### config.mk
export PLATFORM = sky130hd
export DESIGN_NAME = pp_bit_serializer
export DESIGN_NICKNAME = d
export VERILOG_FILES = /design/src/rtl/ppser_pkg.sv /design/src/rtl/ppser_desc_regs.sv /design/src/rtl/ppser_fetch.sv /design/src/rtl/ppser_shifter.sv /design/src/rtl/pp_bit_serializer.sv
export SDC_FILE = /design/constraint.sdc
export NUM_CORES = 1
export LEC_CHECK = 0
export BUFFER_PORTS_ARGS = -buffer_cell sky130_fd_sc_hd__buf_2
export CAP_MARGIN = 10
export CELL_PAD_IN_SITES_DETAIL_PLACEMENT = 2
export CELL_PAD_IN_SITES_GLOBAL_PLACEMENT = 2
export CORE_MARGIN = 2
export CORE_UTILIZATION = 34
export CTS_CLUSTER_SIZE = 25
export DETAILED_ROUTE_END_ITERATION = 12
export PLACE_DENSITY = 0.81
export REMOVE_ABC_BUFFERS = 1
export SETUP_SLACK_MARGIN = 0.2
export SYNTH_ARGS = -nofsm -noshare
export SYNTH_HDL_FRONTEND = slang
export SYNTH_HIERARCHICAL = 1
export SYNTH_SLANG_ARGS = --single-unit
export TNS_END_PERCENT = 100
### constraint.sdc
create_clock -name clk_i -period 3.03 [get_ports clk_i]
set_input_delay 0.303 -clock clk_i [delete_from_list [all_inputs] [get_ports clk_i]]
set_output_delay 0.303 -clock clk_i [all_outputs]
set_load 0.02 [all_outputs]
### src/rtl/ppser_pkg.sv
package ppser_pkg;
  typedef enum logic {FS_IDLE, FS_WAIT} fetch_state_e;
endpackage

### src/rtl/ppser_desc_regs.sv
module ppser_desc_regs #(
  parameter int ADDR_W = 16,
  parameter int LEN_W  = 12
) (
  input  logic                   clk_i,
  input  logic                   rst_ni,
  input  logic                   wr_i,
  input  logic                   sel_i,
  input  logic [ADDR_W-1:0]      base_i,
  input  logic [LEN_W-1:0]       len_i,
  input  logic [1:0]             done_i,
  output logic [1:0][ADDR_W-1:0] base_o,
  output logic [1:0][LEN_W-1:0]  len_o,
  output logic [1:0]             full_o
);
  for (genvar b = 0; b < 2; b++) begin : g_buf
    logic [ADDR_W-1:0] base_q;
    logic [LEN_W-1:0]  len_q;
    logic              full_q;
    logic              hit;
    assign hit = wr_i && (sel_i == 1'(b));
    always_ff @(posedge clk_i or negedge rst_ni) begin
      if (!rst_ni) begin
        base_q <= '0;
        len_q  <= '0;
        full_q <= 1'b0;
      end else if (hit) begin
        base_q <= base_i;
        len_q  <= len_i;
        full_q <= 1'b1;
      end else if (done_i[b]) begin
        full_q <= 1'b0;
      end
    end
    assign base_o[b] = base_q;
    assign len_o[b]  = len_q;
    assign full_o[b] = full_q;
  end
endmodule

### src/rtl/ppser_fetch.sv
module ppser_fetch
  import ppser_pkg::*;
#(
  parameter int WORD_W = 32,
  parameter int ADDR_W = 16,
  parameter int LEN_W  = 12
) (
  input  logic                   clk_i,
  input  logic                   rst_ni,
  input  logic                   en_i,
  input  logic [1:0][ADDR_W-1:0] base_i,
  input  logic [1:0][LEN_W-1:0]  len_i,
  input  logic [1:0]             full_i,
  input  logic                   take_i,
  output logic                   mem_req_o,
  output logic [ADDR_W-1:0]      mem_addr_o,
  input  logic                   mem_rvalid_i,
  input  logic [WORD_W-1:0]      mem_rdata_i,
  output logic [1:0]             done_o,
  output logic                   cur_full_o,
  output logic                   hold_vld_o,
  output logic [WORD_W-1:0]      hold_o
);
  fetch_state_e      state_q;
  logic              cur_q;
  logic [LEN_W-1:0]  idx_q;
  logic [WORD_W-1:0] hold_q;
  logic              hold_vld_q;
  logic              last_word, accept;

  assign cur_full_o = full_i[cur_q];
  assign mem_req_o  = (state_q == FS_IDLE) && en_i && !hold_vld_q && full_i[cur_q];
  assign mem_addr_o = base_i[cur_q] + ADDR_W'(idx_q);
  assign last_word  = (idx_q == len_i[cur_q] - LEN_W'(1));
  assign accept     = (state_q == FS_WAIT) && mem_rvalid_i;
  assign done_o     = (accept && last_word) ? (cur_q ? 2'b10 : 2'b01) : 2'b00;
  assign hold_vld_o = hold_vld_q;
  assign hold_o     = hold_q;

  always_ff @(posedge clk_i or negedge rst_ni) begin
    if (!rst_ni) begin
      state_q    <= FS_IDLE;
      cur_q      <= 1'b0;
      idx_q      <= '0;
      hold_q     <= '0;
      hold_vld_q <= 1'b0;
    end else begin
      if (mem_req_o) state_q <= FS_WAIT;
      if (accept) begin
        state_q    <= FS_IDLE;
        hold_q     <= mem_rdata_i;
        hold_vld_q <= 1'b1;
        if (last_word) begin
          idx_q <= '0;
          cur_q <= ~cur_q;
        end else begin
          idx_q <= idx_q + LEN_W'(1);
        end
      end else if (take_i) begin
        hold_vld_q <= 1'b0;
      end
    end
  end
endmodule

### src/rtl/ppser_shifter.sv
module ppser_shifter #(
  parameter int WORD_W = 32
) (
  input  logic              clk_i,
  input  logic              rst_ni,
  input  logic              en_i,
  input  logic              msb_first_i,
  input  logic              tick_i,
  input  logic              hold_vld_i,
  input  logic [WORD_W-1:0] hold_i,
  input  logic              cur_full_i,
  output logic              take_o,
  output logic              starve_o,
  output logic              ser_o
);
  localparam int CW = $clog2(WORD_W);
  localparam logic [CW-1:0] LAST = CW'(WORD_W - 1);

  logic [WORD_W-1:0] word_q;
  logic [CW-1:0]     cnt_q, bidx;
  logic              line_q, boundary;

  assign boundary = (cnt_q == '0);
  assign bidx     = msb_first_i ? (LAST - cnt_q) : cnt_q;
  assign take_o   = tick_i && boundary && en_i && hold_vld_i;
  assign starve_o = tick_i && boundary && en_i && !hold_vld_i && !cur_full_i;
  assign ser_o    = line_q;

  always_ff @(posedge clk_i or negedge rst_ni) begin
    if (!rst_ni) begin
      word_q <= '0;
      cnt_q  <= '0;
      line_q <= 1'b0;
    end else if (tick_i) begin
      if (!boundary) begin
        line_q <= word_q[bidx];
        cnt_q  <= (cnt_q == LAST) ? '0 : cnt_q + CW'(1);
      end else if (take_o) begin
        word_q <= hold_i;
        line_q <= msb_first_i ? hold_i[WORD_W-1] : hold_i[0];
        cnt_q  <= CW'(1);
      end else if (!en_i) begin
        line_q <= 1'b0;
      end
    end
  end
endmodule

### src/rtl/pp_bit_serializer.sv
module pp_bit_serializer #(
  parameter int WORD_W = 32,
  parameter int ADDR_W = 16,
  parameter int LEN_W  = 12
) (
  input  logic              clk_i,
  input  logic              rst_ni,
  input  logic              en_i,
  input  logic              msb_first_i,
  input  logic              bit_tick_i,
  input  logic              buf_wr_i,
  input  logic              buf_sel_i,
  input  logic [ADDR_W-1:0] buf_base_i,
  input  logic [LEN_W-1:0]  buf_len_i,
  output logic              mem_req_o,
  output logic [ADDR_W-1:0] mem_addr_o,
  input  logic              mem_rvalid_i,
  input  logic [WORD_W-1:0] mem_rdata_i,
  output logic              ser_o,
  output logic [1:0]        buf_full_o,
  output logic [1:0]        buf_irq_o,
  output logic              underrun_o
);
  logic [1:0][ADDR_W-1:0] base;
  logic [1:0][LEN_W-1:0]  len;
  logic [1:0]             done;
  logic                   take, starve, cur_full, hold_vld;
  logic [WORD_W-1:0]      hold;
  logic                   en_q, under_q;
  logic [1:0]             irq_q;

  ppser_desc_regs #(.ADDR_W(ADDR_W), .LEN_W(LEN_W)) i_desc (
    .clk_i, .rst_ni, .wr_i(buf_wr_i), .sel_i(buf_sel_i), .base_i(buf_base_i),
    .len_i(buf_len_i), .done_i(done), .base_o(base), .len_o(len), .full_o(buf_full_o)
  );

  ppser_fetch #(.WORD_W(WORD_W), .ADDR_W(ADDR_W), .LEN_W(LEN_W)) i_fetch (
    .clk_i, .rst_ni, .en_i, .base_i(base), .len_i(len), .full_i(buf_full_o),
    .take_i(take), .mem_req_o, .mem_addr_o, .mem_rvalid_i, .mem_rdata_i,
    .done_o(done), .cur_full_o(cur_full), .hold_vld_o(hold_vld), .hold_o(hold)
  );

  ppser_shifter #(.WORD_W(WORD_W)) i_shift (
    .clk_i, .rst_ni, .en_i, .msb_first_i, .tick_i(bit_tick_i),
    .hold_vld_i(hold_vld), .hold_i(hold), .cur_full_i(cur_full),
    .take_o(take), .starve_o(starve), .ser_o
  );

  always_ff @(posedge clk_i or negedge rst_ni) begin
    if (!rst_ni) begin
      en_q    <= 1'b0;
      under_q <= 1'b0;
      irq_q   <= '0;
    end else begin
      en_q  <= en_i;
      irq_q <= done;
      if (en_i && !en_q) under_q <= 1'b0;
      else if (starve)   under_q <= 1'b1;
    end
  end

  assign buf_irq_o  = irq_q;
  assign underrun_o = under_q;
endmodule

==> metrics.txt, run 1 <==
CP Launch Type=register; Hold Path Origin=mem_rdata_i[12]; synthesis-stage register bit count=147; Inserted Diodes=0; final instance count without filler cells=1240; sequential area share after synthesis=0.457; final design utilization=0.433; Initial Util=0.345; DPL Wire Length=16.2 mm; peak per-stage delay on the critical path=470 ps; final worst slack=-547 ps; Slew @ Worst Pin=729 ps; Fmax=280 MHz; LEAKAGE=4.74 nW; fraction of layout cells with a size suffix above 1=0.352; CP Cell Sequence=buf_6 > mux2i_4 > inv_2 > ha_4 > a21o_1 > a21oi_4 > o21ai_2 > a21oi_2 > o211ai_1 > buf_4 > a21oi_1 > nor3_1 > buf_2; GRT Total Usage=0.211; die height=158 µm; unique cell type count in the Yosys netlist=73; post-synthesis cell area=8050 µm²; Seq. cell area=3680 µm²; Setup crit end kind=output pin; first-pass detailed-route iteration total=4; core area=23300 µm²; # Max-Cap Violations=0; RSZ-0062 raised after global routing=true; per-cell routed wire length=21.5 µm; CTS clk-pin slew, worst paths=70 ps; critical path required time=2730 ps; Worst EP arrival=3270 ps; clk buf depth=2; area of the multi-input gates=4410 µm²; via count=6489; Sink Count=147; DRC Markers=0; dpl cells=1191; Bufs and invs on worst path=4; Filler cells=2457; Nets=995; Tot Pwr=0.00787 W; CP max-delay cell=dfrtp_2; Setup Skew=13.1 ps; fraction of the cycle the final worst path needs=1.18; EDFF count, synth=0; die area=24900 µm²; antenna-violating nets left=0; Post-Syn Area per Cell=10.2 µm²; gr ovfl total=0; cell family with most CP delay=compound AO/OA/AOI/OAI gates; Power per Cell Area=779 nW/µm²; Synthesis Warnings=6; endpoint of the worst register-to-register path=i_fetch/idx_q[4]; worst setup path endpoint=mem_addr_o[13]; RD Place Congestion=0.759; Post-synth ARST share=1.00; peak fanout along the critical path=7; crit path from=i_fetch/cur_q; # rows=56; failing checks=setup timing; PortBufs=90; Initial DRC Count=292; initial antenna violation count=1; status=finished, violations left; ys flop type=dfrtp_1; Hold Crit Class=input pin to register; vias in the first global route=7211; CTS Root Cell=clkbuf_16; routed wire length=26.7 mm; Slew HR=0.513; Setup violations, final=10; Vias per Instance=5.23; Mapped Cells=787; Final Hold Fails=0; io pins=91; CP Depth=13; Die X=158 µm; r2r worst-path depth=12; min cycle time layout=3580 ps; largest net degree at the start of global routing=67; reg2reg setup slack=50 ps; WS Path Type=register to output pin; total CTS buffers=17; worst reg2reg path startpoint=i_fetch/cur_q; Worst VDD drop=0.314 mV; Area growth, synth to finish=25.5%; first-pass GRT wire length=40.3 mm; Clock H-tree levels=4; Slew Limit Fails=0; CTS tree=yes; Clk Latency, worst-skew pair=430 ps
==> routing by layer <==
layer  track usage  share of wire
met2         0.394           0.55
met5             0        0.00049
met4        0.0494          0.012
met1         0.251           0.41
met3        0.0345          0.024
==> cell usage in the layout (no fill, tap or decap), drive strengths merged, types with 7 or more instances in the layout <==
| cell | netlist | layout |
|---|---|---|
| o21ai | 34 | 34 |
| clkbuf | 14 | 20 |
| nand4 | 7 | 7 |
| mux2 | 75 | 75 |
| nor2 | 36 | 36 |
| xor2 | 16 | 16 |
| dfrtp | 147 | 147 |
| nand2 | 203 | 203 |
| nand3 | 9 | 9 |
| mux2i | 41 | 41 |
| xnor2 | 21 | 21 |
| inv | 18 | 20 |
| buf | 25 | 141 |
| nor3 | 17 | 17 |
| ha | 17 | 17 |
| a21oi | 25 | 25 |
==> area by class of cell <==
type / count / share of cell area
Sequential cell: 147 / 0.364
Clock buffer: 20 / 0.0442
Tap cell: 319 / 0.0395
Inverter: 18 / 0.00669
Multi-Input combinational cell: 583 / 0.437
Timing Repair Buffer: 142 / 0.0936
Clock inverter: 11 / 0.0151
==> kinds of logic after synthesis <==
group,Yosys count,synth area share
xor gates and xnor gates,37,0.0402
adders and majority gates,18,0.0289
and+or+nand+nor,307,0.171
buffers and inverters,57,0.0457
AOI/OAI and AO/OA,101,0.0813
DFF,147,0.457
muxes,120,0.176
==> metrics by stage <==
| step | hold slack, ps | TNS [ps] | worst slack, ps | instance area, µm² |
|---|---|---|---|---|
| 2_1_floorplan | 7.41 | -10500 | -1000 | 7750 |
| 3_3_place_gp | 352 | -7.34 | -7.34 | 8890 |
| 3_5_place_dp | 361 | -325 | -148 | 8890 |
| 4_1_cts | 52.8 | -2600 | -401 | 9820 |
| 5_1_grt | 61.1 | -4440 | -607 | 10100 |
| 6_report | 64.5 | -3230 | -547 | 10100 |
==> how the worst min path moves through the flow <==
stage                               endpoint  cells past startpoint
after floorplan                 buf_irq_o[0]                      0
after global placement    i_fetch/hold_o[12]                      1
after detailed placement  i_shift/word_q[12]                      1
after CTS                 i_fetch/hold_o[12]                      3
after global routing                    en_q                      1
final                     i_fetch/hold_o[12]                      3
==> cell usage after synthesis, types with 3 or more instances <==
master,number,area [µm²]
nand2_1,203,762
dfrtp_1,147,3680
mux2_2,57,642
mux2i_1,41,410
nor2_1,36,135
o21ai_0,33,165
a21oi_1,25,125
xnor2_1,21,184
mux2_4,18,270
ha_1,17,213
inv_1,17,63.8
xor2_1,16,140
nor3_1,15,75.1
clkbuf_1,13,48.8
nand3_1,9,45.0
buf_4,7,52.6
buf_6,7,78.8
nand4_1,5,31.3
a21o_1,4,30.0
and2_1,4,25.0
and3_1,4,25.0
buf_2,4,20.0
nor4_1,4,25.0
o22ai_1,4,25.0
a22oi_1,3,22.5
and4_1,3,26.3
buf_1,3,11.3
buf_12,3,60.1
nand2b_1,3,18.8
nor2b_1,3,18.8
o211ai_1,3,22.5
o21bai_1,3,22.5
==> power breakdown <==
part           internal, W  switching [W]  total [W]
Sequential         0.00253       0.000520    0.00305
Clock              0.00132       0.000888    0.00221
Combinational      0.00116        0.00145    0.00261
==> sequential cells by signal, indices dropped and copies added (netlist names) <==
| name | cells |
|---|---|
| i_desc/g_buf.base_q | 32 |
| i_fetch/hold_o | 32 |
| i_shift/word_q | 32 |
| i_desc/g_buf.len_q | 24 |
| i_fetch/idx_q | 12 |
| i_shift/cnt_q | 5 |
| buf_irq_o | 2 |
| i_desc/g_buf.full_q | 2 |
| en_q | 1 |
| i_fetch/cur_q | 1 |
| i_fetch/hold_vld_o | 1 |
| i_fetch/state_q | 1 |
| i_shift/ser_o | 1 |
| underrun_o | 1 |
==> worst reg2reg max path, stage by stage (launching register included) <==
cell     delay [ps]
dfrtp_2         480
buf_4           170
buf_12          150
mux2i_4         210
ha_4            190
xnor2_2         230
xnor2_2         160
nand3_2         130
nor4b_4         350
buf_4           160
nand4_1         170
nor3_4          360
nor3_1          110
==> what timing repair did <==
item	CTS	global route
buffers inserted	13	4
resized for setup	51	52
hold buffers	1	0
endpoints found under the hold margin	64	0
setup endpoints to repair	29	30
pin swaps	20	22
Note: power is estimated with default switching activity, not from simulation.
==> run 2, diff against run 1 <==
Settings changed: ABC_CLOCK_PERIOD_IN_PS set to 3030, CORE_UTILIZATION 34 to 36, SYNTH_HIERARCHICAL 1 to unset.
==> run 2 against run 1 <==
Effect of this change: the flow still finishes with violations (setup timing); cell count shrank 19%; sequential cell count is the same; total power shrank 7.8%; maximum frequency grew 1.5%.
==> metrics.txt, run 2 <==
io pins=91; unique cell type count in the Yosys netlist=51; # rows=52; core area=20200 µm²; Clock H-tree levels=4; die area=21700 µm²; die height=147 µm; switch share=0.329; Setup Skew=13.0 ps; synthesis-stage register bit count=147; Seq. cell area=3680 µm²; Vias per Instance=5.35; pre-CTS setup slack=-270 ps; sequential area share after synthesis=0.497; failing checks=setup timing; DPL Wire Length=13.8 mm; Worst VDD drop=0.389 mV; post-synthesis cell area=7410 µm²; power share of the clock group=0.302; Initial DRC Count=180; total CTS buffers=17; synth top area cells=dfrtp_1 50%, mux2_2 21%, xnor2_1 3.7%; Area growth, synth to finish=31.1%; # Max-Cap Violations=0; first-pass GRT wire length=35.7 mm; vias in the first global route=6261; Final Hold Fails=0; Pint=0.00487 W; peak fanout along the critical path=6; CP Launch Type=register; Clk Latency, worst-skew pair=440 ps; antenna-violating nets left=0; largest net degree at the start of global routing=83; Power per Cell Area=747 nW/µm²; Slew HR=0.524; routed wire length=25.0 mm; DRC Markers=0; fraction of layout cells with a size suffix above 1=0.524; RD Place Congestion=0.804; Slew @ Worst Pin=704 ps; cell with the most instances after synthesis=dfrtp_1; Post-synth ARST share=1.00; min cycle time layout=3520 ps; gr ovfl total=0; final worst slack=-495 ps; post-synth top area share=0.497; setup TNS=-8320 ps; NetSw=0.00239 W; Fmax=284 MHz; Tot Pwr=0.00725 W; Synthesis Warnings=0; most common cell after layout, fill and taps aside=dfrtp_1; Logic pwr share=0.299; Synth area leader=dfrtp_1; CTS Root Cell=clkbuf_16; initial antenna violation count=1; Die X=147 µm; Slew Limit Fails=0; CP Cell Sequence=buf_6 > buf_6 > mux2_4 > ha_4 > buf_6 > a21o_1 > a31oi_4 > o211ai_1 > a31oi_1 > nor2_1 > nor4_2 > buf_2; via count=5379; register share of total power=0.399; CTS tree=yes; top post-synthesis cells by count=147 x dfrtp_1, 135 x mux2_2, 35 x nor2_1; critical path required time=2730 ps; clk buf depth=2; fraction of the cycle the final worst path needs=1.16; final design utilization=0.480; Post-Syn Area per Cell=12.8 µm²; peak per-stage delay on the critical path=500 ps; Filler cells=1964; area of the multi-input gates=4010 µm²; CP max-delay cell=dfrtp_2; LEAKAGE=4.43 nW; status=finished, violations left; Mapped Cells=578; per-cell routed wire length=24.8 µm; RSZ-0062 raised after global routing=true; WS Path Type=register to output pin; PortBufs=90; Nets=808; Setup crit end kind=output pin; CP most frequent cell=buf_6; first-pass detailed-route iteration total=4; Setup violations, final=27; CTS clk-pin slew, worst paths=70 ps; Initial Util=0.366; most frequent cells in the layout=146 x dfrtp_1, 130 x mux2_2, 78 x buf_2, 45 x buf_4, 31 x nor2_1; Sink Count=147; ys flop type=dfrtp_1; EDFF count, synth=0; Worst EP arrival=3220 ps; GRT Total Usage=0.217; Hold Crit Class=input pin to register
## run 2: worst max-delay path: cells and delay by family (launching register included)
| family | cells | cell delay [ps] |
|---|---|---|
| mux | 1 | 340 |
| simple gates | 2 | 360 |
| buf+inv | 4 | 590 |
| compound gates | 4 | 790 |
| fa+ha+maj | 1 | 200 |
| flops | 1 | 500 |
## run 2: metrics by stage
stage	hold WS, ps	instances	area [µm²]
after global placement	331	950	8360
after floorplan	7.41	557	7300
after detailed placement	351	950	8360
after global routing	26.5	1005	9710
final	41.4	1006	9710
after CTS	19.7	991	9340
## run 2: cell families after synthesis
| group | after synthesis | synth area share |
|---|---|---|
| multiplexers | 162 | 0.262 |
| adder cells (fa/ha/maj) | 18 | 0.0314 |
| AND/OR/NAND/NOR | 110 | 0.0828 |
| XOR/XNOR | 42 | 0.0497 |
| buffers and inverters | 35 | 0.0218 |
| flip-flops | 147 | 0.497 |
| AO/OA/AOI/OAI | 64 | 0.0561 |
## run 2: repair_timing
item | CTS | global route
resized for setup | 72 | 50
buffers inserted | 8 | 12
endpoints found under the setup margin | 29 | 30
endpoints found under the hold margin | 65 | 0
hold buffers | 1 | 0
gates cloned | 0 | 2
pin swaps | 24 | 19
## run 2: worst paths after layout
check                                  start                  endpoint  slack (ps)  cells past startpoint
setup / recovery               i_fetch.cur_q            mem_addr_o[13]        -490                     12
hold / removal                          en_i                      en_q          40                      1
setup reg to reg               i_fetch.cur_q    i_desc.g_buf[1].full_q        -380                     14
hold reg to reg            i_fetch.hold_o[7]         i_fetch.hold_o[7]         510                      1
max in group asynchronous             rst_ni         i_shift.word_q[6]        1710                      3
min in group asynchronous             rst_ni  i_desc.g_buf[1].len_q[4]         450                      2
## run 2: final cells by class
class / count / share of cell area
Antenna cell: 1 / 0.000258
Clock buffer: 18 / 0.0442
Clock inverter: 14 / 0.0174
Inverter: 14 / 0.00567
Multi-Input combinational cell: 396 / 0.413
Sequential cell: 147 / 0.379
Tap cell: 270 / 0.0348
Timing Repair Buffer: 146 / 0.106
## run 2: routing by layer
metal	routed length (µm)	GRT usage	up-vias	share of wire
met4	924	0.0894	0	0.037
met2	14100	0.412	146	0.56
met3	997	0.0506	55	0.040
li1	-	-	2386	-
met1	8960	0.230	2792	0.36
met5	0	0	-	0
## run 2: power by group through the flow
stage,Clock [W],Sequential [W],Combinational [W]
2_1_floorplan,0,0.00275,0.00129
3_3_place_gp,0,0.00284,0.00172
3_5_place_dp,0,0.00289,0.00185
4_1_cts,0.00223,0.00288,0.00200
5_1_grt,0.00233,0.00296,0.00234
6_report,0.00219,0.00290,0.00217
